[config.mk]
export PLATFORM = sky130hd
export DESIGN_NAME = vitc_line_scan
export DESIGN_NICKNAME = d
export VERILOG_FILES = /design/src/rtl/vitc_scan_pkg.sv /design/src/rtl/vitc_line_counter.sv /design/src/rtl/vitc_chain_link.sv /design/src/rtl/vitc_scan_reader.sv /design/src/rtl/vitc_line_scan.sv
export SDC_FILE = /design/constraint.sdc
export NUM_CORES = 1
export LEC_CHECK = 0
export CAP_MARGIN = 20
export CORE_MARGIN = 2
export CORE_UTILIZATION = 61
export CTS_CLUSTER_DIAMETER = 150
export DETAILED_ROUTE_END_ITERATION = 7
export DONT_BUFFER_PORTS = 1
export GPL_TIMING_DRIVEN = 0
export PLACE_DENSITY = 0.75
export SETUP_SLACK_MARGIN = 0.4
export SYNTH_ARGS = -nofsm -noshare
export SYNTH_HDL_FRONTEND = slang
export SYNTH_SLANG_ARGS = --single-unit
[constraint.sdc]
create_clock -name clk -period 3.6 [get_ports clk]
set_input_delay 0.36 -clock clk [delete_from_list [all_inputs] [get_ports clk]]
set_output_delay 0.36 -clock clk [all_outputs]
set_load 0.01 [all_outputs]
[src/rtl/vitc_scan_pkg.sv]
package vitc_scan_pkg;
  localparam int CODE_W     = 5;
  localparam int CFG_W      = CODE_W + 1;
  localparam int LN_W       = 6;
  localparam int LINE_OFS   = 10;
  localparam int SCAN_FIRST = 10;
  localparam int SCAN_LAST  = 41;
  localparam logic [CODE_W-1:0] SCAN_CODE = '1;

  typedef enum logic [2:0] {
    RS_ARMED,
    RS_FIXED,
    RS_SEARCH,
    RS_LOCKED,
    RS_SPENT
  } rd_state_e;

  // Line picked by a fixed code.
  function automatic logic [LN_W-1:0] fixed_line(input logic [CODE_W-1:0] code);
    return LN_W'(code) + LN_W'(LINE_OFS);
  endfunction

  function automatic logic is_scan(input logic [CODE_W-1:0] code);
    return code == SCAN_CODE;
  endfunction

  function automatic logic qualified(input logic done, input logic ok);
    return done && ok;
  endfunction

  // Start line of a follower: upstream line + 1, or the window start if upstream holds none.
  function automatic logic [LN_W-1:0] follow_line(input logic [LN_W-1:0] held);
    return (held == '0) ? LN_W'(SCAN_FIRST) : held + LN_W'(1);
  endfunction

  function automatic logic past_window(input logic [LN_W-1:0] ln);
    return ln > LN_W'(SCAN_LAST);
  endfunction
endpackage

[src/rtl/vitc_line_counter.sv]
module vitc_line_counter #(
  parameter int CNT_W = 9
) (
  input  logic             clk,
  input  logic             rst_n,
  input  logic             field_start,
  input  logic             line_start,
  output logic [CNT_W-1:0] cnt
);
  localparam logic [CNT_W-1:0] CNT_MAX = '1;

  always_ff @(posedge clk) begin
    if (!rst_n) begin
      cnt <= '0;
    end else if (field_start) begin
      cnt <= CNT_W'(1);
    end else if (line_start && (cnt != CNT_MAX)) begin
      cnt <= cnt + CNT_W'(1);
    end
  end
endmodule

[src/rtl/vitc_chain_link.sv]
module vitc_chain_link
  import vitc_scan_pkg::*;
(
  input  logic            up_settled,
  input  logic [LN_W-1:0] up_line,
  output logic            go,
  output logic [LN_W-1:0] start_line
);
  assign go         = up_settled;
  assign start_line = follow_line(up_line);
endmodule

[src/rtl/vitc_scan_reader.sv]
module vitc_scan_reader
  import vitc_scan_pkg::*;
#(
  parameter int CNT_W = 9
) (
  input  logic             clk,
  input  logic             rst_n,
  input  logic             wr_hit,
  input  logic [CFG_W-1:0] wr_data,
  input  logic             field_start,
  input  logic             smp,
  input  logic [CNT_W-1:0] line_cnt,
  input  logic             dec_done,
  input  logic             dec_ok,
  input  logic             chain_go,
  input  logic [LN_W-1:0]  chain_start,
  output logic             gate,
  output logic [LN_W-1:0]  line_o,
  output logic             settled_o,
  output logic             crc_err_o,
  output logic             no_code_o
);
  logic              en_q;
  logic [CODE_W-1:0] code_q;
  rd_state_e         st_q;
  logic [LN_W-1:0]   cand_q;
  logic              tried_q;
  logic              crc_q;
  logic              noc_q;

  logic            scan;
  logic            live;
  logic [LN_W-1:0] target;
  logic            qual;

  assign scan   = is_scan(code_q);
  assign target = (st_q == RS_FIXED) ? fixed_line(code_q) : cand_q;
  assign live   = (st_q == RS_FIXED) || (st_q == RS_LOCKED) ||
                  ((st_q == RS_SEARCH) && !tried_q);
  assign gate   = en_q && live && (line_cnt == CNT_W'(target));
  assign qual   = qualified(dec_done, dec_ok);

  always_comb begin
    if (!en_q) begin
      line_o = '0;
    end else if (!scan) begin
      line_o = fixed_line(code_q);
    end else if ((st_q == RS_SEARCH) || (st_q == RS_LOCKED)) begin
      line_o = cand_q;
    end else begin
      line_o = '0;
    end
  end

  assign settled_o = !en_q || !scan || (st_q == RS_LOCKED);
  assign crc_err_o = crc_q;
  assign no_code_o = noc_q;

  always_ff @(posedge clk) begin
    if (!rst_n) begin
      en_q    <= 1'b0;
      code_q  <= '0;
      st_q    <= RS_ARMED;
      cand_q  <= '0;
      tried_q <= 1'b0;
      crc_q   <= 1'b1;
      noc_q   <= 1'b1;
    end else if (wr_hit) begin
      en_q    <= wr_data[CFG_W-1];
      code_q  <= wr_data[CODE_W-1:0];
      st_q    <= RS_ARMED;
      cand_q  <= '0;
      tried_q <= 1'b0;
      crc_q   <= 1'b1;
      noc_q   <= 1'b1;
    end else if (smp) begin
      crc_q <= !qual;
      noc_q <= !dec_done;
      if (st_q == RS_SEARCH) begin
        if (qual) begin
          st_q <= RS_LOCKED;
        end else begin
          tried_q <= 1'b1;
        end
      end
    end else if (field_start) begin
      case (st_q)
        RS_ARMED: begin
          if (en_q) begin
            if (!scan) begin
              st_q <= RS_FIXED;
            end else if (chain_go) begin
              if (past_window(chain_start)) begin
                st_q <= RS_SPENT;
              end else begin
                st_q   <= RS_SEARCH;
                cand_q <= chain_start;
              end
            end
          end
        end
        RS_SEARCH: begin
          if (tried_q) begin
            tried_q <= 1'b0;
            if (cand_q >= LN_W'(SCAN_LAST)) begin
              st_q <= RS_SPENT;
            end else begin
              cand_q <= cand_q + LN_W'(1);
            end
          end
        end
        default: begin
        end
      endcase
    end
  end
endmodule

[src/rtl/vitc_line_scan.sv]
module vitc_line_scan
  import vitc_scan_pkg::*;
#(
  parameter int CNT_W = 9
) (
  input  logic        clk,
  input  logic        rst_n,
  input  logic        cfg_we,
  input  logic        cfg_sel,
  input  logic [5:0]  cfg_data,
  input  logic        field_start,
  input  logic        line_start,
  input  logic        line_end,
  input  logic [1:0]  dec_done,
  input  logic [1:0]  dec_crc_ok,
  output logic [1:0]  rd_gate,
  output logic [5:0]  rd_line_a,
  output logic [5:0]  rd_line_b,
  output logic [1:0]  rd_settled,
  output logic [1:0]  crc_err,
  output logic [1:0]  no_code
);
  localparam int NRD = 2;

  logic [CNT_W-1:0] line_cnt;
  logic [NRD-1:0]   wr_hit;
  logic [NRD-1:0]   smp;
  logic [NRD-1:0]   gate_w;
  logic [NRD-1:0]   settled_w;
  logic [LN_W-1:0]  line_w     [NRD];
  logic             chain_go_w [NRD];
  logic [LN_W-1:0]  chain_ln_w [NRD];

  vitc_line_counter #(.CNT_W(CNT_W)) u_cnt (
    .clk         (clk),
    .rst_n       (rst_n),
    .field_start (field_start),
    .line_start  (line_start),
    .cnt         (line_cnt)
  );

  assign smp = gate_w & {NRD{line_end}};

  for (genvar gi = 0; gi < NRD; gi++) begin : g_rd
    assign wr_hit[gi] = cfg_we && (cfg_sel == gi[0]);

    if (gi == 0) begin : g_head
      assign chain_go_w[gi] = 1'b1;
      assign chain_ln_w[gi] = LN_W'(SCAN_FIRST);
    end else begin : g_follow
      vitc_chain_link u_link (
        .up_settled (settled_w[gi-1]),
        .up_line    (line_w[gi-1]),
        .go         (chain_go_w[gi]),
        .start_line (chain_ln_w[gi])
      );
    end

    vitc_scan_reader #(.CNT_W(CNT_W)) u_reader (
      .clk         (clk),
      .rst_n       (rst_n),
      .wr_hit      (wr_hit[gi]),
      .wr_data     (cfg_data),
      .field_start (field_start),
      .smp         (smp[gi]),
      .line_cnt    (line_cnt),
      .dec_done    (dec_done[gi]),
      .dec_ok      (dec_crc_ok[gi]),
      .chain_go    (chain_go_w[gi]),
      .chain_start (chain_ln_w[gi]),
      .gate        (gate_w[gi]),
      .line_o      (line_w[gi]),
      .settled_o   (settled_w[gi]),
      .crc_err_o   (crc_err[gi]),
      .no_code_o   (no_code[gi])
    );
  end

  assign rd_gate    = gate_w;
  assign rd_settled = settled_w;
  assign rd_line_a  = line_w[0];
  assign rd_line_b  = line_w[1];
endmodule

==> results of run 1 <==
[cell usage in the layout, fill, tap and decap left out, types with 5 or more instances in the layout]
master	count
dfxtp_1	41
clkbuf_8	7
nand3_1	21
nor2b_1	9
a21boi_0	9
nand4_1	6
xnor2_1	9
o211ai_1	5
clkbuf_1	14
o21ai_0	18
inv_1	16
xor2_1	15
buf_2	5
nand2_1	41
nor2_1	32
ha_1	12
buf_4	10
nand2b_1	6
a31oi_1	7
and3_1	11
mux2i_1	14
a21oi_1	26
o21a_1	6
[metrics by stage]
step	total power [mW]	instance area, um2	utilization [%]
after detailed placement	0.645	3380	65.3
after global routing	1.03	3510	67.9
final	0.992	3510	67.9
after CTS	0.990	3480	67.3
after floorplan	0.618	3290	-
after global placement	0.641	3380	65.3
[cell families after synthesis]
kind of cell | after synthesis | synth area share [%]
buffers and inverters | 48 | 6.96
AO/OA/AOI/OAI | 107 | 23.2
flip-flops | 45 | 27.4
adder cells (fa/ha/maj) | 12 | 4.56
XOR/XNOR | 24 | 6.39
multiplexers | 15 | 4.60
AND/OR/NAND/NOR | 164 | 26.9
[layer usage]
| metal | share of wire (%) | vias up |
|---|---|---|
| li1 | - | 1500 |
| met1 | 49 | 1422 |
| met2 | 44 | 92 |
| met3 | 5.2 | 14 |
| met4 | 1.7 | 0 |
| met5 | 0 | - |
[flip-flops by register name, indices dropped and copies added, names as in the netlist]
| name | count |
|---|---|
| g_rd.u_reader.en_q | 2 |
| g_rd.u_reader.cand_q | 12 |
| u_cnt.cnt | 9 |
| g_rd.u_reader.no_code_o | 2 |
| g_rd.u_reader.code_q | 10 |
| g_rd.u_reader.st_q | 6 |
| g_rd.u_reader.crc_err_o | 2 |
| g_rd.u_reader.tried_q | 2 |
[critical path: stages, from the launching register on]
cell and delay, ns:
dfxtp_1 0.31, buf_2 0.17, and3b_1 0.22, o211ai_4 0.22
inv_2 0.12, ha_1 0.29, nor4b_1 0.36, a31oi_1 0.16
a311oi_2 0.41, o2111ai_2 0.20, or4_1 0.50, o31ai_1 0.07
[area by class of cell]
class                   instances  area share, %
repair buffers                  1          0.214
clock buffers                   7           2.74
flip-flops and latches         45           25.8
plain buffers                  31           4.74
multi-input cells             322           62.1
well taps                      70           2.49
inverters                      17           1.82
clock inverters                 1          0.143
[power groups by stage]
stage	Combinational (mW)	Sequential, mW	Clock [mW]
after detailed placement	0.115	0.530	0
after global routing	0.131	0.521	0.378
after CTS	0.116	0.518	0.356
final	0.120	0.519	0.353
after global placement	0.112	0.529	0
after floorplan	0.0920	0.526	0
[synth_stat cells, types with 3 or more instances]
cell	number	area share (%)
dfxtp_1	45	27
nand2_1	41	4.7
nor2_1	32	3.7
a21oi_1	26	4.0
nand3_1	21	3.2
o21ai_0	19	2.9
inv_1	16	1.8
clkbuf_1	15	1.7
xor2_1	15	4.0
mux2i_1	14	4.3
ha_1	12	4.6
and3_1	11	2.1
a21boi_0	9	2.1
buf_4	9	2.1
nor2b_1	9	1.7
xnor2_1	9	2.4
a31oi_1	7	1.3
nand2b_1	6	1.1
nand4_1	6	1.1
o21a_1	6	1.4
buf_2	5	0.76
o211ai_1	5	1.1
and2_1	4	0.76
nor3_1	4	0.61
nor3b_1	4	0.91
o31ai_1	4	0.91
a21o_1	3	0.68
and4_1	3	0.80
nand3b_1	3	0.68
nor4b_1	3	0.80
o31a_1	3	0.80
[worst paths after layout]
kind / cells past startpoint / endpoint / slack [ns]
min reg2reg: 2 / g_rd[1].u_reader.code_q[0] / 0.49
min: 1 / u_cnt.cnt[0] / 0.19
max: 11 / g_rd[1].u_reader.cand_q[0] / 0.48
max reg2reg: 11 / g_rd[1].u_reader.cand_q[0] / 0.48
[what timing repair did]
| action | CTS | global route |
|---|---|---|
| resized for setup | 1 | 9 |
| pin swaps | 0 | 2 |
| hold buffers | 0 | 0 |
| setup endpoints to repair | 2 | 6 |
| buffers inserted | 0 | 1 |
==> out/metrics.yaml, run 1 <==
status: "complete, no violations"
grt_use_met3_pct: 4.65
dr.pass1.iters: 5
multi_input_area_mm2: 0.00218
p_switching_mw: 0.265
hpwl_mm: 6.09
dieArea_mm2: 0.00600
worstHoldStart: "field_start"
worst_setup_path_end_kind: "register"
path_class: "reg2reg"
clock_path_buffers: 2
preCtsSetupSlack_ns: 0.351
timing.hold.ws_ns: 0.187
drv_cap: 0
top_usage_layer: "met2"
stdcell_count: 494
finalSetupViolations: 0
rsz0062_at_grt: "true"
p_leak_nw: 1.31
die_x_um: 77.4
seq_area_um2: 906
htreeDepth: 2
grt_max_degree: 14
syn2layout_area_growth_pct: 6.73
power.internal_mw: 0.727
wl_per_cell_um: 16.3
final_hold_viol_count: 0
r2r-start: "g_rd[0].u_reader.st_q[1]"
seqPwrFrac_pct: 52.3
synthArstFlopShare_pct: 0
grtUsageMet1_pct: 37.9
setup_slack_ns: 0.484
cp_data_arrival_time_ns: 3.34
hp-class: "in2reg"
cts_made_buffers: 5
pwr_density_cell_mw_per_mm2: 283
maxSlewViolCount: 0
start_kind: "register"
diodes: 0
synthFlopType: "dfxtp_1"
ys_ff_latch: 45
antenna_left: 0
syn-instance-count: 415
crit_required_ns: 3.82
peakVddDrop_v: 0.000237
timing.setup.tns_ns: 0
initial_core_util_pct: 63.6
synth-edff-count: 0
clock_latency_ns: 0.30
grt_use_total_pct: 27.4
fmax_mhz: 321
antenna_found_initial: 0
drc_errors: 0
worst_pin_slew_ns: 0.961
ys_seq_area_share_pct: 27.4
fin_crit_sh_pct: 86.5
syn_area_mm2: 0.00329
fill_cells: 444
p_comb_share_pct: 12.1
die_h_um: 77.4
drt_iter0_drc: 277
vias: 3028
worst_clock_skew_ns: 0.00751
grt_pass1_wl_mm: 13.2
totalWireLength_mm: 8.06
syn_area_per_cell_um2: 7.93
worstPathMaxFanout: 9
viasPerCell: 6.13
place_inst: 485
cts_tree: "built"
p_clk_share_pct: 35.6
grt_overflow: 0
ys_types: 67
core_mm2: 0.00517
slew_headroom_pct: 35.1
cts_root_buf: "clkbuf_8"
drive_gt1_share_pct: 12.0
cts_sinks: 45
nets: 452
std_cell_rows: 26
port-buffer-count: 0
ys_warn_count: 0
place_congestion: 0.971
io_pins: 37
period_needed_ns: 3.12
grt.met2_usage_pct: 43.6
grt_pass1_vias: 2743
startpoint: "g_rd[0].u_reader.st_q[1]"
syn-num-nets: 444
clk_pin_slew_ns: 0.09
power_switching_share_pct: 26.7
(Power assumes the default switching activity.)
==> run 2: changes to the inputs <==
--- a/config.mk
+++ b/config.mk
@@ -8,6 +8,7 @@
 export CAP_MARGIN = 20
 export CORE_MARGIN = 2
 export CORE_UTILIZATION = 61
+export CTS_BUF_LIST = sky130_fd_sc_hd__clkbuf_4
 export CTS_CLUSTER_DIAMETER = 150
 export DETAILED_ROUTE_END_ITERATION = 7
 export DONT_BUFFER_PORTS = 1
==> out/metrics.yaml, run 2 (same netlist as run 1, synthesis figures left out) <==
htreeDepth: 2  # unchanged
antenna_left: 0  # unchanged
std_cell_rows: 26  # unchanged
grt_use_total_pct: 27.3  # was 27.4%
rsz0062_at_grt: "true"  # unchanged
path_class: "reg2reg"  # unchanged
maxSlewViolCount: 0  # unchanged
timing.setup.tns_ns: 0  # unchanged
vias: 3015  # was 3,028
fin_crit_sh_pct: 87.9  # was 86.5%
start_kind: "register"  # unchanged
cp_data_arrival_time_ns: 3.46  # was 3.34 ns
layout_commonest_cell: "dfxtp_1"
setup_slack_ns: 0.436  # was 0.484 ns
worst_setup_path_end_kind: "register"  # unchanged
cts_tree: "built"  # unchanged
finalSetupViolations: 0  # unchanged
place_area_mm2: 0.00338  # unchanged
worstPathMaxFanout: 8  # was 9
worst_clock_skew_ns: 0.0120  # was 0.00751 ns
p_leak_nw: 1.28  # was 1.31 nW
fin_area_mm2: 0.00345  # was 0.00351 mm2
grt_pass1_wl_mm: 13.2  # about the same
final_hold_viol_count: 0  # unchanged
power_mw: 0.881  # was 0.992 mW
grt_max_degree: 14  # unchanged
fmax_mhz: 316  # was 321 MHz
cts_sinks: 45  # unchanged
syn2layout_area_growth_pct: 4.83  # was 6.73%
place_inst: 485  # unchanged
peakVddDrop_v: 0.000242  # was 0.000237 V
worst_pin_slew_ns: 0.954  # was 0.961 ns
grt_pass1_vias: 2732  # was 2,743
stdcell_count: 494  # unchanged
drive_gt1_share_pct: 11.1  # was 12.0%
hp-class: "in2reg"  # unchanged
timing.hold.ws_ns: 0.122  # was 0.187 ns
cts_made_buffers: 5  # unchanged
dr.pass1.iters: 5  # unchanged
grt_overflow: 0  # unchanged
finish.utilization_pct: 66.7  # was 67.9%
drt_iter0_drc: 250  # was 277
drv_cap: 0  # unchanged
initial_core_util_pct: 63.6  # unchanged
diodes: 0  # unchanged
viasPerCell: 6.10  # was 6.13
die_x_um: 77.4  # unchanged
die_h_um: 77.4  # unchanged
nets: 452  # unchanged
cts_root_buf: "clkbuf_4"  # was clkbuf_8
clk_pin_slew_ns: 0.14  # was 0.09 ns
pwr_density_cell_mw_per_mm2: 256  # was 283 mW/mm2
reg_top3: "g_rd.u_reader.cand_q x12, g_rd.u_reader.code_q x10, u_cnt.cnt x9"  # unchanged
clock_path_buffers: 2  # unchanged
fill_cells: 452  # was 444
place_congestion: 0.971  # unchanged
wl_per_cell_um: 16.2  # was 16.3 um
crit_required_ns: 3.90  # was 3.82 ns
port-buffer-count: 0  # unchanged
status: "complete, no violations"  # unchanged
regMostFlops: "g_rd.u_reader.cand_q"  # unchanged
core_mm2: 0.00517  # unchanged
io_pins: 37  # unchanged
dieArea_mm2: 0.00600  # unchanged
hpwl_mm: 6.09  # unchanged
clock_latency_ns: 0.37  # was 0.30 ns
slew_headroom_pct: 35.5  # was 35.1%
largest_register_ffs: 12  # unchanged
preCtsSetupSlack_ns: 0.351  # unchanged
antenna_found_initial: 0  # unchanged
drc_errors: 0  # unchanged
period_needed_ns: 3.16  # was 3.12 ns
totalWireLength_mm: 8.02  # was 8.06 mm
mostFrequentLayoutCells: "dfxtp_1 (42), nand2_1 (41), nor2_1 (32)"  # was nand2_1 (41), dfxtp_1 (41), nor2_1 (32)
## run 2: layer usage
layer / GRT usage (%) / share of wire (%) / vias to the layer above
li1: - / - / 1497
met1: 37.9 / 49 / 1418
met2: 44.0 / 44 / 89
met3: 4.30 / 5.8 / 11
met4: 7.32 / 1.2 / 0
met5: 0 / 0 / -
## run 2: timing repair
item / CTS / global route
setup endpoints to repair: 5 / 6
hold buffers: 0 / 0
pin swaps: 1 / 1
gates resized for setup: 1 / 5
gates cloned: 0 / 0
buffers inserted: 1 / 0
## run 2: worst paths after layout
check | startpoint | end | slack, ns | cells past startpoint
worst max register to register | g_rd[0].u_reader.st_q[2] | g_rd[1].u_reader.cand_q[0] | 0.44 | 10
worst min register to register | g_rd[1].u_reader.code_q[0] | g_rd[1].u_reader.code_q[0] | 0.51 | 2
worst max-delay path | g_rd[0].u_reader.st_q[2] | g_rd[1].u_reader.cand_q[0] | 0.44 | 10
worst min-delay path | field_start | u_cnt.cnt[0] | 0.12 | 1
## run 2: layout make-up
class / count / area, um2 / share of cell area, %
plain buffers: 31 / 165 / 4.79
clock buffers: 5 / 37.5 / 1.09
clock inverters: 3 / 12.5 / 0.363
inverters: 17 / 63.8 / 1.85
multi-input cells: 322 / 2170 / 62.9
flip-flops and latches: 45 / 905 / 26.2
well taps: 70 / 87.6 / 2.54
repair buffers: 1 / 7.51 / 0.218
## run 2: report_power, final
part | total (mW) | switching, mW | internal, mW
Combinational | 0.119 | 0.0728 | 0.0462
Clock | 0.243 | 0.172 | 0.0711
Sequential | 0.520 | 0.0120 | 0.508
Total | 0.881 | 0.257 | 0.625
## run 2: worst max-delay path, stage by stage, from the launching register on
cell       delay [ns]
dfxtp_1          0.55
and3b_1          0.25
o211ai_4         0.22
inv_2            0.12
ha_1             0.29
nor4b_1          0.37
a31oi_1          0.17
a311oi_2         0.35
o2111ai_2        0.21
or4_1            0.50
o31ai_1          0.07
